===== src/rtl/bseq_pkg.sv =====
// Package: shared types for the burst address sequencer.
// Assumes: cycle codes are visible at the top as 2-bit values.
package bseq_pkg;

    // Cycle type held for the current burst
    typedef enum logic [1:0] {
        CYC_IDLE  = 2'b00,
        CYC_READ  = 2'b01,
        CYC_WRITE = 2'b10
    } cyc_e;

    // Action the state registers take at the next edge
    typedef enum logic [1:0] {
        ACT_HOLD  = 2'b00,
        ACT_LOAD  = 2'b01,
        ACT_STEP  = 2'b10,
        ACT_DESEL = 2'b11
    } act_e;

endpackage


===== src/rtl/bseq_strobe_dec.sv =====
// Module: bseq_strobe_dec
// Decides, from the strobes, chip enable, advance and write control,
// what the burst state does at the next edge. The processor strobe
// counts only with chip enable high and beats the controller strobe.
// Assumes: all inputs are synchronous and sampled at the rising edge.
module bseq_strobe_dec
    import bseq_pkg::*;
(
    input  logic proc_strobe_n,
    input  logic ctrl_strobe_n,
    input  logic chip_en,
    input  logic adv_n,
    input  logic wr_n,
    input  cyc_e cur_cyc,
    output act_e act,
    output cyc_e new_cyc
);

    logic proc_hit;
    logic ctrl_hit;

    assign proc_hit = !proc_strobe_n && chip_en;
    assign ctrl_hit = !ctrl_strobe_n;

    // Priority decode of the next action and the cycle type to capture
    always_comb begin
        act     = ACT_HOLD;
        new_cyc = cur_cyc;
        if (proc_hit) begin
            act     = ACT_LOAD;
            new_cyc = CYC_READ;
        end else if (ctrl_hit) begin
            if (chip_en) begin
                act     = ACT_LOAD;
                new_cyc = wr_n ? CYC_READ : CYC_WRITE;
            end else begin
                act     = ACT_DESEL;
                new_cyc = CYC_IDLE;
            end
        end else if (!adv_n && (cur_cyc != CYC_IDLE)) begin
            act = ACT_STEP;
        end
    end

endmodule


===== src/rtl/bseq_burst_state.sv =====
// Module: bseq_burst_state
// Holds the captured burst address, the beat counter and the cycle type.
// The beat counter wraps naturally at 2**BEAT_W.
// Assumes: ADDR_W > BEAT_W; reset is synchronous and active low.
module bseq_burst_state
    import bseq_pkg::*;
#(
    parameter int ADDR_W = 18,
    parameter int BEAT_W = 2
) (
    input  logic              clk,
    input  logic              rst_n,
    input  act_e              act,
    input  cyc_e              new_cyc,
    input  logic [ADDR_W-1:0] addr_i,
    output logic [ADDR_W-1:0] base_q,
    output logic [BEAT_W-1:0] beat_q,
    output cyc_e              cyc_q
);

    localparam logic [BEAT_W-1:0] BEAT_ONE = BEAT_W'(1);

    // Update address, beat and cycle registers per the decoded action
    always_ff @(posedge clk) begin
        if (!rst_n) begin
            base_q <= '0;
            beat_q <= '0;
            cyc_q  <= CYC_IDLE;
        end else begin
            unique case (act)
                ACT_LOAD: begin
                    base_q <= addr_i;
                    beat_q <= '0;
                    cyc_q  <= new_cyc;
                end
                ACT_STEP:  beat_q <= beat_q + BEAT_ONE;
                ACT_DESEL: cyc_q  <= CYC_IDLE;
                default:   ;
            endcase
        end
    end

endmodule


===== src/rtl/bseq_order_gen.sv =====
// Module: bseq_order_gen
// Forms the low address bits of the current beat from the first address
// and the beat count, in linear (add) or interleaved (XOR) order.
// Assumes: order_sel is static during a burst.
module bseq_order_gen #(
    parameter int BEAT_W = 2
) (
    input  logic [BEAT_W-1:0] first_lo,
    input  logic [BEAT_W-1:0] beat,
    input  logic              order_sel,
    output logic [BEAT_W-1:0] lo
);

    logic [BEAT_W-1:0] lin_lo;
    logic [BEAT_W-1:0] ilv_lo;

    assign lin_lo = first_lo + beat;

    // One XOR per low address bit for the interleaved order
    for (genvar b = 0; b < BEAT_W; b++) begin : g_ilv
        assign ilv_lo[b] = first_lo[b] ^ beat[b];
    end

    // Select the order named by the pin
    always_comb begin
        lo = order_sel ? ilv_lo : lin_lo;
    end

endmodule


===== src/rtl/bsram_addr_seq.sv =====
// Module: bsram_addr_seq (top)
// Address and cycle-control front end of a synchronous burst SRAM:
// captures addresses on strobes, sequences four-beat bursts in linear
// or interleaved order, reports the cycle type and a read data-valid flag.
// Assumes: synchronous active-low reset; BEAT_W low bits form the burst.
module bsram_addr_seq
    import bseq_pkg::*;
#(
    parameter int ADDR_W = 18,
    parameter int BEAT_W = 2
) (
    input  logic              clk,
    input  logic              rst_n,
    input  logic [ADDR_W-1:0] addr_i,
    input  logic              proc_strobe_n,
    input  logic              ctrl_strobe_n,
    input  logic              chip_en,
    input  logic              adv_n,
    input  logic              wr_n,
    input  logic              order_sel,
    input  logic              oe_n,
    output logic [ADDR_W-1:0] addr_o,
    output logic [1:0]        cycle_o,
    output logic              data_valid_o
);

    act_e              act;
    cyc_e              new_cyc;
    cyc_e              cyc_q;
    logic [ADDR_W-1:0] base_q;
    logic [BEAT_W-1:0] beat_q;
    logic [BEAT_W-1:0] lo;

    bseq_strobe_dec u_dec (
        .proc_strobe_n (proc_strobe_n),
        .ctrl_strobe_n (ctrl_strobe_n),
        .chip_en       (chip_en),
        .adv_n         (adv_n),
        .wr_n          (wr_n),
        .cur_cyc       (cyc_q),
        .act           (act),
        .new_cyc       (new_cyc)
    );

    bseq_burst_state #(.ADDR_W(ADDR_W), .BEAT_W(BEAT_W)) u_state (
        .clk     (clk),
        .rst_n   (rst_n),
        .act     (act),
        .new_cyc (new_cyc),
        .addr_i  (addr_i),
        .base_q  (base_q),
        .beat_q  (beat_q),
        .cyc_q   (cyc_q)
    );

    bseq_order_gen #(.BEAT_W(BEAT_W)) u_order (
        .first_lo  (base_q[BEAT_W-1:0]),
        .beat      (beat_q),
        .order_sel (order_sel),
        .lo        (lo)
    );

    // Drive the outputs from the burst state
    always_comb begin
        addr_o       = {base_q[ADDR_W-1:BEAT_W], lo};
        cycle_o      = cyc_q;
        data_valid_o = (cyc_q == CYC_READ) && !oe_n;
    end

endmodule


===== config.mk =====
export PLATFORM = sky130hd
export DESIGN_NAME = bsram_addr_seq
export DESIGN_NICKNAME = d
export VERILOG_FILES = /design/src/rtl/bseq_pkg.sv /design/src/rtl/bseq_strobe_dec.sv /design/src/rtl/bseq_burst_state.sv /design/src/rtl/bseq_order_gen.sv /design/src/rtl/bsram_addr_seq.sv
export SDC_FILE = /design/constraint.sdc
export NUM_CORES = 1
export LEC_CHECK = 0
export BUFFER_PORTS_ARGS = -buffer_cell sky130_fd_sc_hd__buf_4
export CORE_MARGIN = 5
export CORE_UTILIZATION = 30
export DETAILED_ROUTE_END_ITERATION = 8
export PLACE_DENSITY_LB_ADDON = 0.25
export SLEW_MARGIN = 20
export SYNTH_ARGS = -nofsm -noshare
export SYNTH_HDL_FRONTEND = slang
export SYNTH_SLANG_ARGS = --single-unit

===== constraint.sdc =====
create_clock -name clk -period 3.2 [get_ports clk]
set_input_delay 0.16 -clock clk [delete_from_list [all_inputs] [get_ports clk]]
set_output_delay 0.16 -clock clk [all_outputs]
set_load 0.02 [all_outputs]

======== Word-level counts from Yosys, hierarchy flattened ========
Index checks and enable logic that the tools add are counted.
operators by class
  $mul .................................... 0
  muxes and demuxes ....................... 11
  divide/modulo/power cells ............... 0
  add/subtract/negate cells ............... 2
  bitwise logic cells ..................... 2
  order comparisons ....................... 0
  reduce and logical (&&, ||, !) cells .... 10
  shift-type cells ........................ 0
  eq/ne operators ......................... 5
operators by type and width
  kind                 number
  $mux 2               9
  $pmux 2 s2           2
  $reduce_bool 2->1    3
  $eq 2x1->1 const B   2
  $eq 2x2->1 const B   2
  $logic_and 1x1->1    3
  $logic_not 1->1      3
  $ne 3x3->1 const B   1
  $add 2x1->2 const B  1
  $add 2x2->2          1
  $reduce_and 2->1     1
  $xor 1x1->1          2
word-level totals
  RAM bits ................................ 0
  memory bits (read-only) ................. 0
  latch bits .............................. 0
  bits in registers ....................... 22
  memories ................................ 0
  output and inout port bits .............. 21
  input bits .............................. 27
  word-level logic and storage cells ...... 33

======== Depth between registers and ports, before layout ========
  depth in word-level cells ............... 8
  depth in mapped cells ................... 7
  gate-level depth less buffers ........... 7

======== Modules after synthesis ========
Synthesis repeated with hierarchy kept, for this count alone.
second synthesis, totals
  cells, all modules ...................... 100
  area total of the unflattened synthesis .. 1023.5 um^2
modules (own cells, without submodules)
  module            instances  area each (um^2)  cells an instance
  bseq_burst_state  1          909.6             82
  bseq_strobe_dec   1          65.1              13
  bseq_order_gen    1          36.3              4
  bsram_addr_seq    1          12.5              1

======== Least setup slack after synthesis ========
Ideal clock, no wire load.
  path type ............................... reg2reg
  start point ............................. reg u_state.cyc_q[1]
  end point ............................... reg u_state.base_q[0]
  data arrival time ....................... 1.440 ns
  cell stages (with the launch flop) ...... 8
  buffers on the path ..................... 2
  setup slack ............................. 1.642 ns
  cell sequence ........................... dfxtp_1 -> o21bai_1 -> a22o_1 -> ha_1 -> buf_6 -> buf_12 -> mux2i_1 -> nor2_1
on the way
  longest elaborated chain between the ends .. 6
ends and longest elaborated chain
  what                      RTL line                text
  start: declaration        bseq_burst_state.sv:18  output cyc_e cyc_q
  start signal: assignment  bseq_burst_state.sv:34  cyc_q <= new_cyc;
  $reduce_bool 2->1         bseq_strobe_dec.sv:40   end else if (!adv_n && (cur_cyc != CYC_IDLE)) begin
  $logic_and 1x1->1         bseq_strobe_dec.sv:40
  $mux 2                    bseq_strobe_dec.sv:40
  $mux 2                    bseq_strobe_dec.sv:32   end else if (ctrl_hit) begin
  $mux 2                    bseq_strobe_dec.sv:29   if (proc_hit) begin
  $eq 2x1->1                bseq_burst_state.sv:30  unique case (act)
  end signal: assignment    bseq_burst_state.sv:32  base_q <= addr_i;
  end: declaration          bseq_burst_state.sv:16  output logic [ADDR_W-1:0] base_q,
Every way passes these cells.
A chain may end at the register's enable or synchronous reset.

======== Worst setup path after layout ========
  start point ............................. reg u_state.cyc_q[1]
  end point ............................... reg u_state.base_q[2]
The elaborated chain is that of the path after synthesis.

==> metrics <==
Syn Inst Count 105; maximum vdd drop 0.168 mV; Worst-path clk slew 0.12 ns; antenna-violating nets left 0; max_cap viols 0; ratio of cells with drive above 1 in the final layout 0.380; skew final 0.00359 ns; Setup crit end kind flip-flop; Crit path arrival time 1.73 ns; TNS Setup 0 ns; routed length per instance 11.2 um; Core Area 3340 um2; crit path buf inv count 1; P&R area growth vs syn 29.8%; CP Launch Type flip-flop; RSZ-0062 raised after global routing false; Post-Syn Area per Cell 9.88 um2; Lkg Pwr 0.000664 uW; detailed placement HPWL 1600 um; Seq/Total Area, Yosys 0.425; most frequent cells in the layout buf_4, dfxtp_1, nor2_1, mux2i_1, nand2_1; design area 1350 um2; routed vias/inst 4.17; die height 68.8 um; Pwr Density 484 nW/um2; area of the mapped netlist 1040 um2; worst-margin pin slew 0.645 ns; Hold Violations, Final 0; clock buffer depth 2; Rows 21; CP max FO 18; Tmin final 1.54 ns; Chip Width 68.8 um; first-pass GRT wire length 3050 um; # Post-CTS Setup Buffers 0; Initial Util 0.311; initial antenna violation count 0; DRC viols 0; Final #Nets 168; Tcrit/Tclk final 0.481; Rel. slew slack 0.570; Total GRT Usage 0.0879; die area 4730 um2; worst path cell trace o21bai_1, a22o_1, ha_1, buf_4, mux2i_1, nor2_1; PnR worst setup slack 1.66 ns; #FFs+latches synth 22; worst hold path type in -> reg; count of final max-slew check failures 0; Vias 764; latest clock arrival within the worst-skew pair 0.31 ns; gr ovfl total 0; pre-CTS setup slack 1.67 ns; critical path type reg -> reg; Max Fclk 0.649 GHz; H-tree levels 1; Min Hold Slack 0.0683 ns; Pre-antenna DRT Iters 4; crit-path max cell delay 0.37 ns; first-iteration detailed-routing DRC count 16; final cell count without fillers 183; critical path's slowest cell dfxtp_1; status complete, no violations; Synth warnings 0; vias in the first global route 731; I/O pins 48; CP delay by family, top flip-flops; CTS tree built; Net Count, Synth 135; Root Driver clkbuf_4; CTS sink cnt 22; Post-DP Area 1290 um2; # placed instances 179; final setup vio count 0; WL final 2040 um; leading cell type in the layout, fill and taps excluded buf_4; largest net degree at the start of global routing 23; cts hold-fix bufs 0; number of CTS-inserted buffers 3; number of distinct library cells after synthesis 21; Critical Path RT 3.39 ns; # resized after CTS 0; GP Congestion 0.632; Buffers on Ports 47; diode count 0
## sequential cells by signal, indices dropped and copies added, names as in the netlist
register and flops:
u_state.base_q 18, u_state.beat_q 2, u_state.cyc_q 2
## logic make-up after synthesis
| group | synth area share |
|---|---|
| simple gates | 0.129 |
| buf+inv | 0.166 |
| flops | 0.425 |
| mux | 0.183 |
| compound gates | 0.0434 |
| fa+ha+maj | 0.0362 |
| xor+xnor | 0.0169 |
## path summary, 6_finish.rpt
kind	to	slack (ns)	cells after the start	startpoint
worst max-delay path	u_state.base_q[2]$_SDFFE_PN0N_	1.66	6	u_state.cyc_q[1]$_SDFFE_PN0P_
worst min register to register	u_state.beat_q[1]$_SDFFE_PN0P_	0.50	2	u_state.beat_q[0]$_SDFFE_PN0P_
worst min-delay path	u_state.base_q[1]$_SDFFE_PN0N_	0.07	3	addr_i[1]
worst max register to register	u_state.base_q[2]$_SDFFE_PN0N_	1.66	6	u_state.cyc_q[1]$_SDFFE_PN0P_
## layer usage
layer | global-route usage | routed length [um] | vias up
li1 | - | - | 395
met1 | 0.0978 | 851 | 341
met2 | 0.148 | 999 | 23
met3 | 0.0113 | 128 | 5
met4 | 0.0730 | 63 | 0
met5 | 0 | 0 | -
## per-stage QoR
stage          power (uW)  utilization
2_1_floorplan         409            -
3_3_place_gp          444        0.388
3_5_place_dp          447        0.388
4_1_cts               660        0.403
5_1_grt               683        0.403
6_report              651        0.403
## area by class of cell
class	instances	area [um2]
inverter	3	11.3
multi-input combinational	60	424
clock buffer	3	22.5
clock inverter	1	30.0
timing repair buffer	48	360
sequential	22	440
fill	351	1990
tap	46	57.6
## tightest hold or removal path, cell delays in order
cell and delay, ns:
buf_4 0.07, mux2i_1 0.05, nor2_1 0.07
## synth_stat cells
cell type / number / share of area
dfxtp_1: 22 / 0.42
nor2_1: 20 / 0.072
mux2i_1: 19 / 0.18
buf_4: 16 / 0.12
nand2_1: 4 / 0.014
ha_1: 3 / 0.036
inv_1: 3 / 0.011
a31oi_1: 2 / 0.012
buf_2: 2 / 0.0097
nor2b_1: 2 / 0.012
xnor2_1: 2 / 0.017
a22o_1: 1 / 0.0084
buf_12: 1 / 0.019
buf_6: 1 / 0.011
nand2b_1: 1 / 0.0060
nand3b_1: 1 / 0.0072
nor3b_1: 1 / 0.0072
nor4bb_1: 1 / 0.0097
o211ai_1: 1 / 0.0072
o21bai_1: 1 / 0.0072
o41ai_1: 1 / 0.0084
## where the power goes
group	leakage (uW)	internal [uW]	switching (uW)	total, uW
sequential	0.000181	292	9.84	302
combinational	0.000455	70.4	65.7	136
clock	0.0000279	127	86.9	214
Power figures use the tool's default switching activity.
